<file path="src/rtl/asyncmem_ctrl.sv">
module asyncmem_ctrl #(
  parameter int AW   = 20,
  parameter int DW   = 16,
  parameter int BEW  = DW / 8,
  parameter int PGB  = 2,
  parameter int OEW  = 4,
  parameter int WENW = 4,
  parameter int RDW  = 5,
  parameter int WRW  = 5,
  parameter int PGW  = 5,
  parameter int TNW  = 4,
  parameter int EWW  = 10
) (
  input  logic            clk,
  input  logic            rst_n,
  input  logic [OEW-1:0]  cfg_oe_dly,
  input  logic [WENW-1:0] cfg_we_dly,
  input  logic [RDW-1:0]  cfg_rd_wait,
  input  logic [WRW-1:0]  cfg_wr_wait,
  input  logic [PGW-1:0]  cfg_pg_wait,
  input  logic [TNW-1:0]  cfg_turn,
  input  logic [EWW-1:0]  cfg_ew_tmo,
  input  logic            cfg_ew_en,
  input  logic            cfg_pg_en,
  input  logic            cfg_cs_high,
  input  logic            cfg_wprot,
  input  logic            req_valid,
  output logic            req_ready,
  input  logic            req_write,
  input  logic [AW-1:0]   req_addr,
  input  logic [DW-1:0]   req_wdata,
  input  logic [BEW-1:0]  req_be,
  output logic            rsp_done,
  output logic [DW-1:0]   rsp_rdata,
  output logic            mem_cs,
  output logic            mem_oe_n,
  output logic            mem_we_n,
  output logic [BEW-1:0]  mem_bl_n,
  output logic [AW-1:0]   mem_addr,
  output logic [DW-1:0]   mem_dout,
  output logic            mem_dout_en,
  input  logic [DW-1:0]   mem_din,
  input  logic            mem_wait
);
  function automatic int maxi(int a, int b);
    return (a > b) ? a : b;
  endfunction

  localparam int LENW = maxi(maxi(maxi(RDW, WRW), maxi(PGW, TNW)), maxi(OEW, WENW)) + 1;
  localparam int TOW  = EWW + 5;

  typedef enum logic [1:0] {S_IDLE, S_ACC, S_TURN} st_t;

  st_t              st;
  logic [LENW-1:0]  cnt, last_q, len_m1;
  logic [TOW-1:0]   ext, tmo;
  logic             wr_q, pv_q;
  logic [AW-1:0]    addr_q;
  logic [DW-1:0]    wdata_q;
  logic [BEW-1:0]   be_q;
  logic [AW-PGB-1:0] pp_q;

  wire in_acc = (st == S_ACC);
  wire accept = req_valid && (st == S_IDLE);
  wire pg_hit = cfg_pg_en && !req_write && pv_q && (req_addr[AW-1:PGB] == pp_q);
  wire at_end = (cnt == last_q);

  assign tmo = (TOW'(cfg_ew_tmo) + TOW'(1)) << 4;

  wire stall = cfg_ew_en && mem_wait && (ext != tmo);
  wire fin   = in_acc && at_end && !stall;

  always_comb begin
    if (req_write)   len_m1 = LENW'(cfg_wr_wait) + LENW'(1);
    else if (pg_hit) len_m1 = LENW'(cfg_pg_wait);
    else             len_m1 = LENW'(cfg_rd_wait);
  end

  always_ff @(posedge clk or negedge rst_n) begin
    if (!rst_n) begin
      st        <= S_IDLE;
      cnt       <= '0;
      last_q    <= '0;
      ext       <= '0;
      wr_q      <= 1'b0;
      addr_q    <= '0;
      wdata_q   <= '0;
      be_q      <= '0;
      pv_q      <= 1'b0;
      pp_q      <= '0;
      rsp_done  <= 1'b0;
      rsp_rdata <= '0;
    end else begin
      rsp_done <= fin;
      if (fin && !wr_q) rsp_rdata <= mem_din;
      case (st)
        S_IDLE: if (accept) begin
          st      <= S_ACC;
          cnt     <= '0;
          ext     <= '0;
          last_q  <= len_m1;
          wr_q    <= req_write;
          addr_q  <= req_addr;
          wdata_q <= req_wdata;
          be_q    <= req_be;
          pv_q    <= !req_write;
          pp_q    <= req_addr[AW-1:PGB];
        end
        S_ACC: begin
          if (!at_end)    cnt <= cnt + LENW'(1);
          else if (stall) ext <= ext + TOW'(1);
          else begin
            st  <= S_TURN;
            cnt <= '0;
          end
        end
        S_TURN: begin
          if (cnt == LENW'(cfg_turn)) st <= S_IDLE;
          else                        cnt <= cnt + LENW'(1);
        end
        default: st <= S_IDLE;
      endcase
    end
  end

  assign req_ready   = (st == S_IDLE);
  assign mem_cs      = cfg_cs_high ? in_acc : !in_acc;
  assign mem_oe_n    = !(in_acc && !wr_q && (cnt >= LENW'(cfg_oe_dly)));
  assign mem_we_n    = !(in_acc && wr_q && !cfg_wprot && (cnt > LENW'(cfg_we_dly)));
  assign mem_bl_n    = in_acc ? ~be_q : '1;
  assign mem_addr    = addr_q;
  assign mem_dout    = wdata_q;
  assign mem_dout_en = in_acc && wr_q && !cfg_wprot;
endmodule

</file>
<file path="config.mk">
export PLATFORM = sky130hd
export DESIGN_NAME = asyncmem_ctrl
export DESIGN_NICKNAME = d
export VERILOG_FILES = /design/src/rtl/asyncmem_ctrl.sv
export SDC_FILE = /design/constraint.sdc
export NUM_CORES = 1
export LEC_CHECK = 0
export BUFFER_PORTS_ARGS = -buffer_cell sky130_fd_sc_hd__buf_2
export CAP_MARGIN = 10
export CELL_PAD_IN_SITES_DETAIL_PLACEMENT = 1
export CELL_PAD_IN_SITES_GLOBAL_PLACEMENT = 1
export CORE_AREA = 3 3 113 115
export CTS_CLUSTER_SIZE = 28
export DETAILED_ROUTE_END_ITERATION = 10
export DIE_AREA = 0 0 116 118
export GPL_TIMING_DRIVEN = 0
export MAX_ROUTING_LAYER = met4
export PLACE_DENSITY_LB_ADDON = 0.3
export SLEW_MARGIN = 10
export SYNTH_ARGS = -nofsm -noshare
export SYNTH_HDL_FRONTEND = slang
export SYNTH_SLANG_ARGS = --single-unit
</file>
<file path="constraint.sdc">
create_clock -name clk -period 9.46 [get_ports clk]
set_clock_uncertainty 0.15 [all_clocks]
set_input_delay 0.473 -clock clk [delete_from_list [all_inputs] [get_ports clk]]
set_output_delay 0.473 -clock clk [all_outputs]
set_load 0.01 [all_outputs]
</file>
# ---- Word-level counts from Yosys, hierarchy flattened
# Cells that the tools add are included.
dict set report word_totals {
  inputBits 100
  output_inout_bits 60
  register_bits 104
  elab_cells 78
}
dict set report classes {
  order_cmp 2
  n_addsub 4
  reduce_logical 28
  bitwise 1
  n_eq_ne 13
  mux 18
}
# cell n
set op_table {}
lappend op_table {{$mux 15} 3}
lappend op_table {{$mux 6} 5}
lappend op_table {{$pmux 15 s2} 1}
lappend op_table {{$eq 18x18->1} 1}
lappend op_table {{$pmux 6 s3} 1}
lappend op_table {{$add 15x1->15 const B} 1}
lappend op_table {{$ne 15x15->1} 1}
lappend op_table {{$logic_and 1x1->1} 14}
lappend op_table {{$reduce_and 4->1} 3}
lappend op_table {{$add 10x1->11 const B} 1}
lappend op_table {{$mux 2} 5}
lappend op_table {{$logic_not 1->1} 7}
lappend op_table {{$add 5x1->6 const B} 1}
lappend op_table {{$add 6x1->6 const B} 1}
lappend op_table {{$eq 6x4->1} 1}
lappend op_table {{$eq 6x6->1} 1}
lappend op_table {{$ge 6x4->1} 1}
lappend op_table {{$gt 6x4->1} 1}
lappend op_table {{$ne 2x1->1 const B} 3}
lappend op_table {{$ne 2x2->1 const B} 3}
lappend op_table {{$pmux 2 s3} 1}
lappend op_table {{$mux 5} 1}
lappend op_table {{$ne 3x3->1 const B} 1}
lappend op_table {{$reduce_bool 3->1} 1}
lappend op_table {{other kinds (7)} 7}

# ---- Logic depth before layout (Yosys ltp)
# Gate-level depths: netlist of the first run.
dict set report logic_depth {
  ltp_word 6
  mapped_depth 11
  mapped_depth_nobuf 8
}

# ---- Worst setup path before layout of the first run
# Ideal clock, no wire load.
dict set report synth_path {
  kind {input to register}
  from {in cfg_ew_tmo[0]}
  to {reg rsp_rdata[0]}
  arrival_ns 2.989
  required_ns 9.185
  n_path_buf 3
  slack_ns 6.196
  setup_ns 0.125
  cell_stages 11
  path_cell_list {ha_1 > clkbuf_1 > nand3_1 > or4bb_1 > o211ai_1 > a31oi_1 > or3_1 > buf_6 > a211oi_4 > buf_12 > mux2_4}
}
dict set report synth_via {
  elab_chain_len 6
}
# element line_no
set synth_lines {}
lappend synth_lines {{start, declared} 22} ;# input logic [EWW-1:0] cfg_ew_tmo,
lappend synth_lines {{$add 10x1->11} 68} ;# assign tmo = (TOW'(cfg_ew_tmo) + TOW'(1)) << 4;
lappend synth_lines {{$ne 15x15->1} 70} ;# wire stall = cfg_ew_en && mem_wait && (ext != tmo);
lappend synth_lines {{$logic_and 1x1->1} 70}
lappend synth_lines {{$logic_not 1->1} 71} ;# wire fin = in_acc && at_end && !stall;
lappend synth_lines {{$logic_and 1x1->1} 71}
lappend synth_lines {{$logic_and 1x1->1} 95} ;# if (fin && !wr_q) rsp_rdata <= mem_din;
lappend synth_lines {{end signal, assigned} 95}
lappend synth_lines {{end, declared} 34} ;# output logic [DW-1:0] rsp_rdata,
# No other way between the ends.
# A chain may end at the register's enable or synchronous reset.

# ---- Worst setup path in the final report of the first run
dict set report layout_path {
  from {in cfg_ew_tmo[0]}
  to {reg rsp_rdata[7]}
}
# The elaborated chain is that of the path after synthesis.

==> key figures, run 1 <==
Power
  – Leakage: 2.90 nW
  – Maximum vdd drop: 0.141 mV
  – Power per cell area: 284 nW/um^2

Routing
  – Drt first pass iters: 4
  – 1st-iter DRT viols: 106
  – Via count: 4238
  – Final ANT Viol Nets: 0
  – Vias per cell: 5.43
  – Final WL: 14500 um
  – DRC violations left: 0
  – Routed WL per cell: 18.6 um

STA
  – Post-route minimum period: 3470 ps
  – TNS Setup: 0 ps
  – Slew Viols, Final: 0
  – Final hold violation count: 0
  – RSZ-0062 raised after global routing: no
  – Slew HR: 0.186
  – Final setup fails: 0
  – Fin crit share: 0.367
  – Worst Max-Slew Pin Slew: 1210 ps
  – Fin worst setup slack: 5990 ps
  – F_max: 288 MHz

Place
  – DP Worst Slack: 5620 ps
  – PortBufs: 159
  – Detailed Place HPWL: 10900 um
  – Cells after DPL: 763
  – GPL Wtd Cong: 0.825

Synth
  – Post-synth EDFFs: 0
  – Synth warnings: 0
  – Synth Area per Inst: 10.8 sq um
  – Synthesized Nets: 573
  – Cells after Synth: 456
  – Cell variety after synth: 53
  – Post-synth ARST share: 1.00
  – Post-Syn Area: 4920 sq um
  – Register bit count reported by yosys: 86
  – Ys flop type: dfrtp_1
  – Sequential fraction of the synthesis area: 0.438

CTS
  – Sink Count: 86
  – CTS tree: yes
  – Resize count post-CTS: 0
  – H-Tree Level Count: 3
  – Clock Pin Slew Worst Setup and Hold Paths: 60 ps
  – Clk buf depth: 2
  – Clock Tree Root: clkbuf_16
  – Setup bufs post-CTS: 0
  – # hold bufs at CTS: 1
  – Clock Latency Late Sink: 340 ps
  – Clock buffer count from CTS: 9

Die
  – Die width: 116 um
  – Initial Util: 0.413
  – Die height: 118 um
  – Row count: 40
  – Core Box Area: 11900 sq um
  – I/O Pins: 160
  – Die area: 13700 sq um

Global routing
  – GR Overflow Total: 0
  – Vias in the first global route: 4804
  – Initial antenna violation count: 0
  – First-pass GRT wire length: 23700 um
  – Pin count of the biggest net entering global routing: 62
  – Gr usage total: 0.225

Layout
  – Ant. Diodes: 0
  – Final core utilization: 0.531
  – Share of layout cells above drive strength 1: 0.397
  – Layout overhead on the synthesized area: 28.7%
  – Layout Cells excl Fill: 780
  – Most frequent cells in the layout: buf_2 (159), dfrtp_1 (86), mux2_2 (55)
  – Commonest non-fill, non-tap cell in the layout: buf_2
  – Nets: 745

Critical path
  – Max incr delay on CP: 500 ps
  – R2r worst-path depth: 9
  – Critical Path Source Type: input port
  – R2r setup slk: 6050 ps
  – Reg-to-reg startpoint: ext[13]$_DFFE_PN0P_
  – Crit path max fanout: 10
  – Slowest cell on the critical path: or4bb_1
  – Arrival time worst endpoint: 3540 ps
  – WS Path Type: input port to register
  – FF-to-FF End: rsp_rdata[7]$_DFFE_PN0P_
  – Critical path, cell by cell: buf_2, ha_1, clkbuf_1, nand3_1, or4bb_1, o211ai_1, a31oi_1, or3_1, buf_6, a211oi_4, buf_12, mux2_4
  – CP endpoint kind: register
  – Required time of the critical path: 9530 ps

Worst hold path
  – Hold crit path type: input port to register
  – Hold Crit Endpoint: mem_dout[10]$_DFFE_PN0P_
  – HP Start: req_wdata[10]
  – Min-Delay Path Depth: 2

Flow run
  – Number of max-cap violations: 0

Run status
  – Status: finished clean
-- registers in the layout (all words and copies together), names as in the netlist --
signal     flops
pv_q           1
last_q         6
rsp_done       1
cnt            6
ext           15
mem_dout      16
st             2
mem_addr      20
be_q           2
wr_q           1
rsp_rdata     16
-- cells in the mapped netlist (2+ instances only) --
cell / number / area, sq um
or2_2: 2 / 12.5
a21oi_1: 12 / 60.1
a21o_1: 3 / 22.5
a31oi_1: 4 / 25.0
mux2i_1: 3 / 30.0
nand4_1: 12 / 75.1
nand3b_1: 2 / 15.0
a211o_1: 2 / 17.5
mux2_2: 55 / 619
o21ai_0: 22 / 110
xnor2_1: 34 / 298
buf_1: 3 / 11.3
a311oi_1: 4 / 35.0
nor2b_1: 5 / 31.3
o32ai_1: 4 / 35.0
nor2_1: 13 / 48.8
nand2_1: 32 / 120
ha_1: 17 / 213
mux2_4: 10 / 150
xor2_1: 14 / 123
nand2b_1: 2 / 12.5
and3_1: 6 / 37.5
or3_1: 3 / 18.8
inv_1: 21 / 78.8
dfrtp_1: 86 / 2150
o2bb2ai_1: 5 / 43.8
o31ai_1: 4 / 30.0
nor3_1: 8 / 40.0
o211ai_1: 3 / 22.5
nand3_1: 19 / 95.1
clkbuf_1: 17 / 63.8
nor4_1: 5 / 31.3
a22o_1: 2 / 17.5
o41ai_1: 2 / 17.5
o311ai_0: 2 / 17.5
-- power breakdown --
part / switching [mW] / leakage (nW) / internal (mW)
logic: 0.372 / 1.65 / 0.347
clock network: 0.150 / 0.183 / 0.312
registers: 0.106 / 1.07 / 0.511
total: 0.628 / 2.90 / 1.17
-- layer usage --
layer / vias to the layer above / GRT usage / wire length (um)
li1: 1981 / - / -
met1: 2103 / 0.253 / 5670
met2: 131 / 0.385 / 7580
met3: 23 / 0.0581 / 996
met4: 0 / 0.0754 / 292
met5: - / - / 0
-- metrics by stage --
step	hold WS, ps	instance area, sq um	total power [mW]
finish	216	6330	1.80
CTS	201	6320	1.82
detailed placement	273	5930	1.33
global route	198	6330	1.91
floorplan	27.4	4920	1.05
global placement	331	5900	1.29
-- area by class of cell --
class / instances / area (sq um)
sequential: 86 / 2150
buffer: 24 / 119
clock buffer: 10 / 229
timing repair buffer: 161 / 836
multi-input combinational: 325 / 2570
clock inverter: 6 / 158
inverter: 21 / 78.8
fill: 1372 / 5580
tap: 147 / 184
-- kinds of logic (layout without fill, tap and decap cells) --
| group | Yosys count | in the layout | synth area share |
|---|---|---|---|
| compound gates | 78 | 78 | 0.112 |
| xor+xnor | 48 | 48 | 0.0855 |
| fa+ha+maj | 17 | 17 | 0.0433 |
| buf+inv | 45 | 222 | 0.0402 |
| flops | 86 | 86 | 0.438 |
| mux | 68 | 68 | 0.163 |
| simple gates | 114 | 114 | 0.118 |
-- how the worst max path moves through the flow --
stage                        from                         to  slack [ps]  cells after the start
floorplan           cfg_ew_tmo[0]   rsp_rdata[0]$_DFFE_PN0P_        6200                     11
global placement    cfg_ew_tmo[0]  rsp_rdata[14]$_DFFE_PN0P_        5690                     12
detailed placement  cfg_ew_tmo[0]   rsp_rdata[7]$_DFFE_PN0P_        5620                     12
CTS                 cfg_ew_tmo[0]   rsp_rdata[7]$_DFFE_PN0P_        5980                     12
global route        cfg_ew_tmo[0]   rsp_rdata[7]$_DFFE_PN0P_        5810                     12
finish              cfg_ew_tmo[0]   rsp_rdata[7]$_DFFE_PN0P_        5990                     12
-- worst max-delay path: cells and delay by family --
| kind | cells | cell delay [ps] |
|---|---|---|
| fa+ha+maj | 1 | 160 |
| mux | 1 | 310 |
| simple gates | 3 | 1090 |
| buf+inv | 4 | 830 |
| compound gates | 3 | 670 |
(Power assumes the default switching activity.)
==> inputs of run 2 (changes only) <==
- ABC_AREA: default -> 1
- CORE_AREA: 3 3 113 115 -> 3 3 123 125
- DIE_AREA: 0 0 116 118 -> 0 0 126 128
- clock period: 9.46 -> 3.6 ns (I/O delays scaled with it)
==> run 2 against run 1 <==
Compared with the run above:
- synthesized cell count is 55% higher
- die area rose by 18%
- core utilization down 2.3 points
- non-clock buffer count is 55 higher
- sequential share of layout area is 3.7 points lower
- sequential power rose to 2.5 times the previous value
- routed wire length rose by 25%
- first-iteration DRC count rose by 58%
- setup slack worse by 5000 ps
- critical endpoint is now mem_oe_n
- largest cell class unchanged
==> key figures, run 2 <==
Layout
  – Commonest non-fill, non-tap cell in the layout: nand2_1
  – Nets: 1052
  – Layout overhead on the synthesized area: 37.2%
  – Max reg flops: 20
  – Share of layout cells above drive strength 1: 0.217
  – Layout Cells excl Fill: 1121
  – Most frequent cells in the layout: nand2_1 (280), buf_2 (166), dfrtp_1 (86)

Power
  – Pint: 2.58 mW
  – Maximum vdd drop: 0.354 mV
  – Leakage: 3.79 nW
  – Part of the power in combinational logic: 0.443
  – Reg power frac: 0.343
  – Power per cell area: 636 nW/um^2
  – Sw Pwr: 1.94 mW
  – Sw Ratio: 0.429
  – Clock power share: 0.214

STA
  – TNS Setup: 0 ps
  – Worst Max-Slew Pin Slew: 621 ps
  – Final setup fails: 0
  – Post-route minimum period: 2570 ps
  – Fin crit share: 0.713
  – Slew HR: 0.586
  – F_max: 390 MHz
  – Final hold violation count: 0
  – RSZ-0062 raised after global routing: no
  – Slew Viols, Final: 0

Routing
  – Final ANT Viol Nets: 0
  – 1st-iter DRT viols: 167
  – Drt first pass iters: 6
  – DRC violations left: 0
  – Routed WL per cell: 16.3 um
  – Via count: 5586
  – Vias per cell: 4.98
  – Final WL: 18200 um

CTS
  – Clock buffer count from CTS: 9
  – CTS tree: yes
  – Clock Pin Slew Worst Setup and Hold Paths: 70 ps
  – Clock Latency Late Sink: 340 ps
  – Clk buf depth: 2
  – # hold bufs at CTS: 57
  – Clock Tree Root: clkbuf_16
  – Setup bufs post-CTS: 0
  – Sink Count: 86
  – H-Tree Level Count: 3
  – Resize count post-CTS: 0

Critical path
  – Critical path, cell by cell: inv_1, ha_1, o21ai_0, nand2_1, a21oi_1, nor2_1, o311ai_0, buf_2
  – CP endpoint kind: output port
  – Required time of the critical path: 3270 ps
  – WS Path Type: register to output port
  – Slowest cell on the critical path: dfrtp_1
  – Critical Path Source Type: register
  – Max incr delay on CP: 420 ps
  – Arrival time worst endpoint: 2240 ps
  – Crit path max fanout: 6

Place
  – PortBufs: 159
  – Cells after DPL: 1047
  – Detailed Place HPWL: 13000 um
  – GPL Wtd Cong: 0.866

Synth
  – Commonest cells post-synth: nand2_1 (280), dfrtp_1 (86), nand3_1 (68)
  – Synthesized Nets: 824
  – Post-synth EDFFs: 0
  – Post-synth ARST share: 1.00
  – Cell taking the most area after synthesis: dfrtp_1
  – Register bit count reported by yosys: 86
  – Cells after Synth: 707
  – Synth warnings: 0
  – Post-Syn Area: 5180 sq um
  – Count leader, synth: nand2_1
  – Cell variety after synth: 40
  – Sequential fraction of the synthesis area: 0.415
  – Synth Area per Inst: 7.33 sq um
  – Ys flop type: dfrtp_1
  – Synth top area share: 0.415
  – Dominant cells by area after synthesis: dfrtp_1 (42%), nand2_1 (20%), nand3_1 (6.6%)

Die
  – Initial Util: 0.370
  – Core Box Area: 14000 sq um
  – Row count: 43
  – Die area: 16100 sq um
  – Die height: 128 um
  – Die width: 126 um
  – I/O Pins: 160

Global routing
  – Pin count of the biggest net entering global routing: 53
  – Vias in the first global route: 6316
  – Initial antenna violation count: 0
  – GR Overflow Total: 0
  – First-pass GRT wire length: 30600 um
  – Gr usage total: 0.240

Run status
  – Status: finished clean

Flow run
  – Number of max-cap violations: 0

Worst hold path
  – Hold crit path type: input port to register
run 2: final cells by class:
| class | instances | area, sq um |
|---|---|---|
| multi-input cells | 544 | 2710 |
| inverters | 54 | 203 |
| repair buffers | 217 | 1400 |
| well taps | 180 | 225 |
| flip-flops and latches | 86 | 2150 |
| clock buffers | 11 | 243 |
| diodes | 1 | 2.50 |
| clock inverters | 5 | 58.8 |
| plain buffers | 23 | 115 |
| fillers | 1809 | 6880 |
run 2: power groups by stage:
stage | clock network [mW] | registers, mW | logic [mW]
after floorplan | 0 | 1.64 | 1.03
after global placement | 0 | 1.53 | 1.83
after detailed placement | 0 | 1.54 | 1.92
after CTS | 0.979 | 1.54 | 1.98
after global routing | 1.02 | 1.60 | 2.24
final | 0.968 | 1.55 | 2.00
run 2: metal layers:
layer | track usage | wire length [um]
met1 | 0.277 | 7590
met2 | 0.417 | 9180
met3 | 0.0538 | 1010
met4 | 0.0744 | 436
met5 | - | 0
run 2: cell families (layout without fill, tap and decap cells):
family                   count (synthesis)  in the layout  synth area share
AO/OA/AOI/OAI                           43             43            0.0534
other                                    0              1                 0
XOR/XNOR                                35             35            0.0591
buffers and inverters                   77            310            0.0613
flip-flops                              86             86             0.415
AND/OR/NAND/NOR                        449            449             0.370
adder cells (fa/ha/maj)                 17             17            0.0410
run 2: metrics by stage:
stage          instance area [sq um]   util  power, mW  worst slack (ps)  hold slack (ps)
4_1_cts                         7110  0.508       4.50              1030             2.82
3_3_place_gp                    6200  0.443       3.36              1340              224
6_report                        7110  0.508       4.52              1030             2.79
5_1_grt                         7110  0.508       4.86               843             42.4
2_1_floorplan                   5180      -       2.67              1600             -266
3_5_place_dp                    6230  0.446       3.46              1250             35.0
run 2: worst max-delay path: cells and delay by family, from the launching register on:
| kind | cells | cell delay [ps] |
|---|---|---|
| flops | 1 | 420 |
| fa+ha+maj | 1 | 260 |
| compound gates | 3 | 680 |
| buf+inv | 2 | 390 |
| simple gates | 2 | 130 |
run 2: final timing paths:
kind | from | endpoint | slack (ps) | cells after the start
max | cnt[0]$_DFFE_PN0P_ | mem_oe_n | 1030 | 8
max reg2reg | st[1]$_DFFE_PN0P_ | ext[13]$_DFFE_PN0P_ | 1250 | 10
min | cfg_wr_wait[0] | last_q[0]$_DFFE_PN0P_ | 3 | 4
max in group asynchronous | rst_n | mem_addr[18]$_DFFE_PN0P_ | 2470 | 3
min in group asynchronous | rst_n | cnt[1]$_DFFE_PN0P_ | 190 | 2
min reg2reg | be_q[1]$_DFFE_PN0P_ | be_q[1]$_DFFE_PN0P_ | 330 | 2
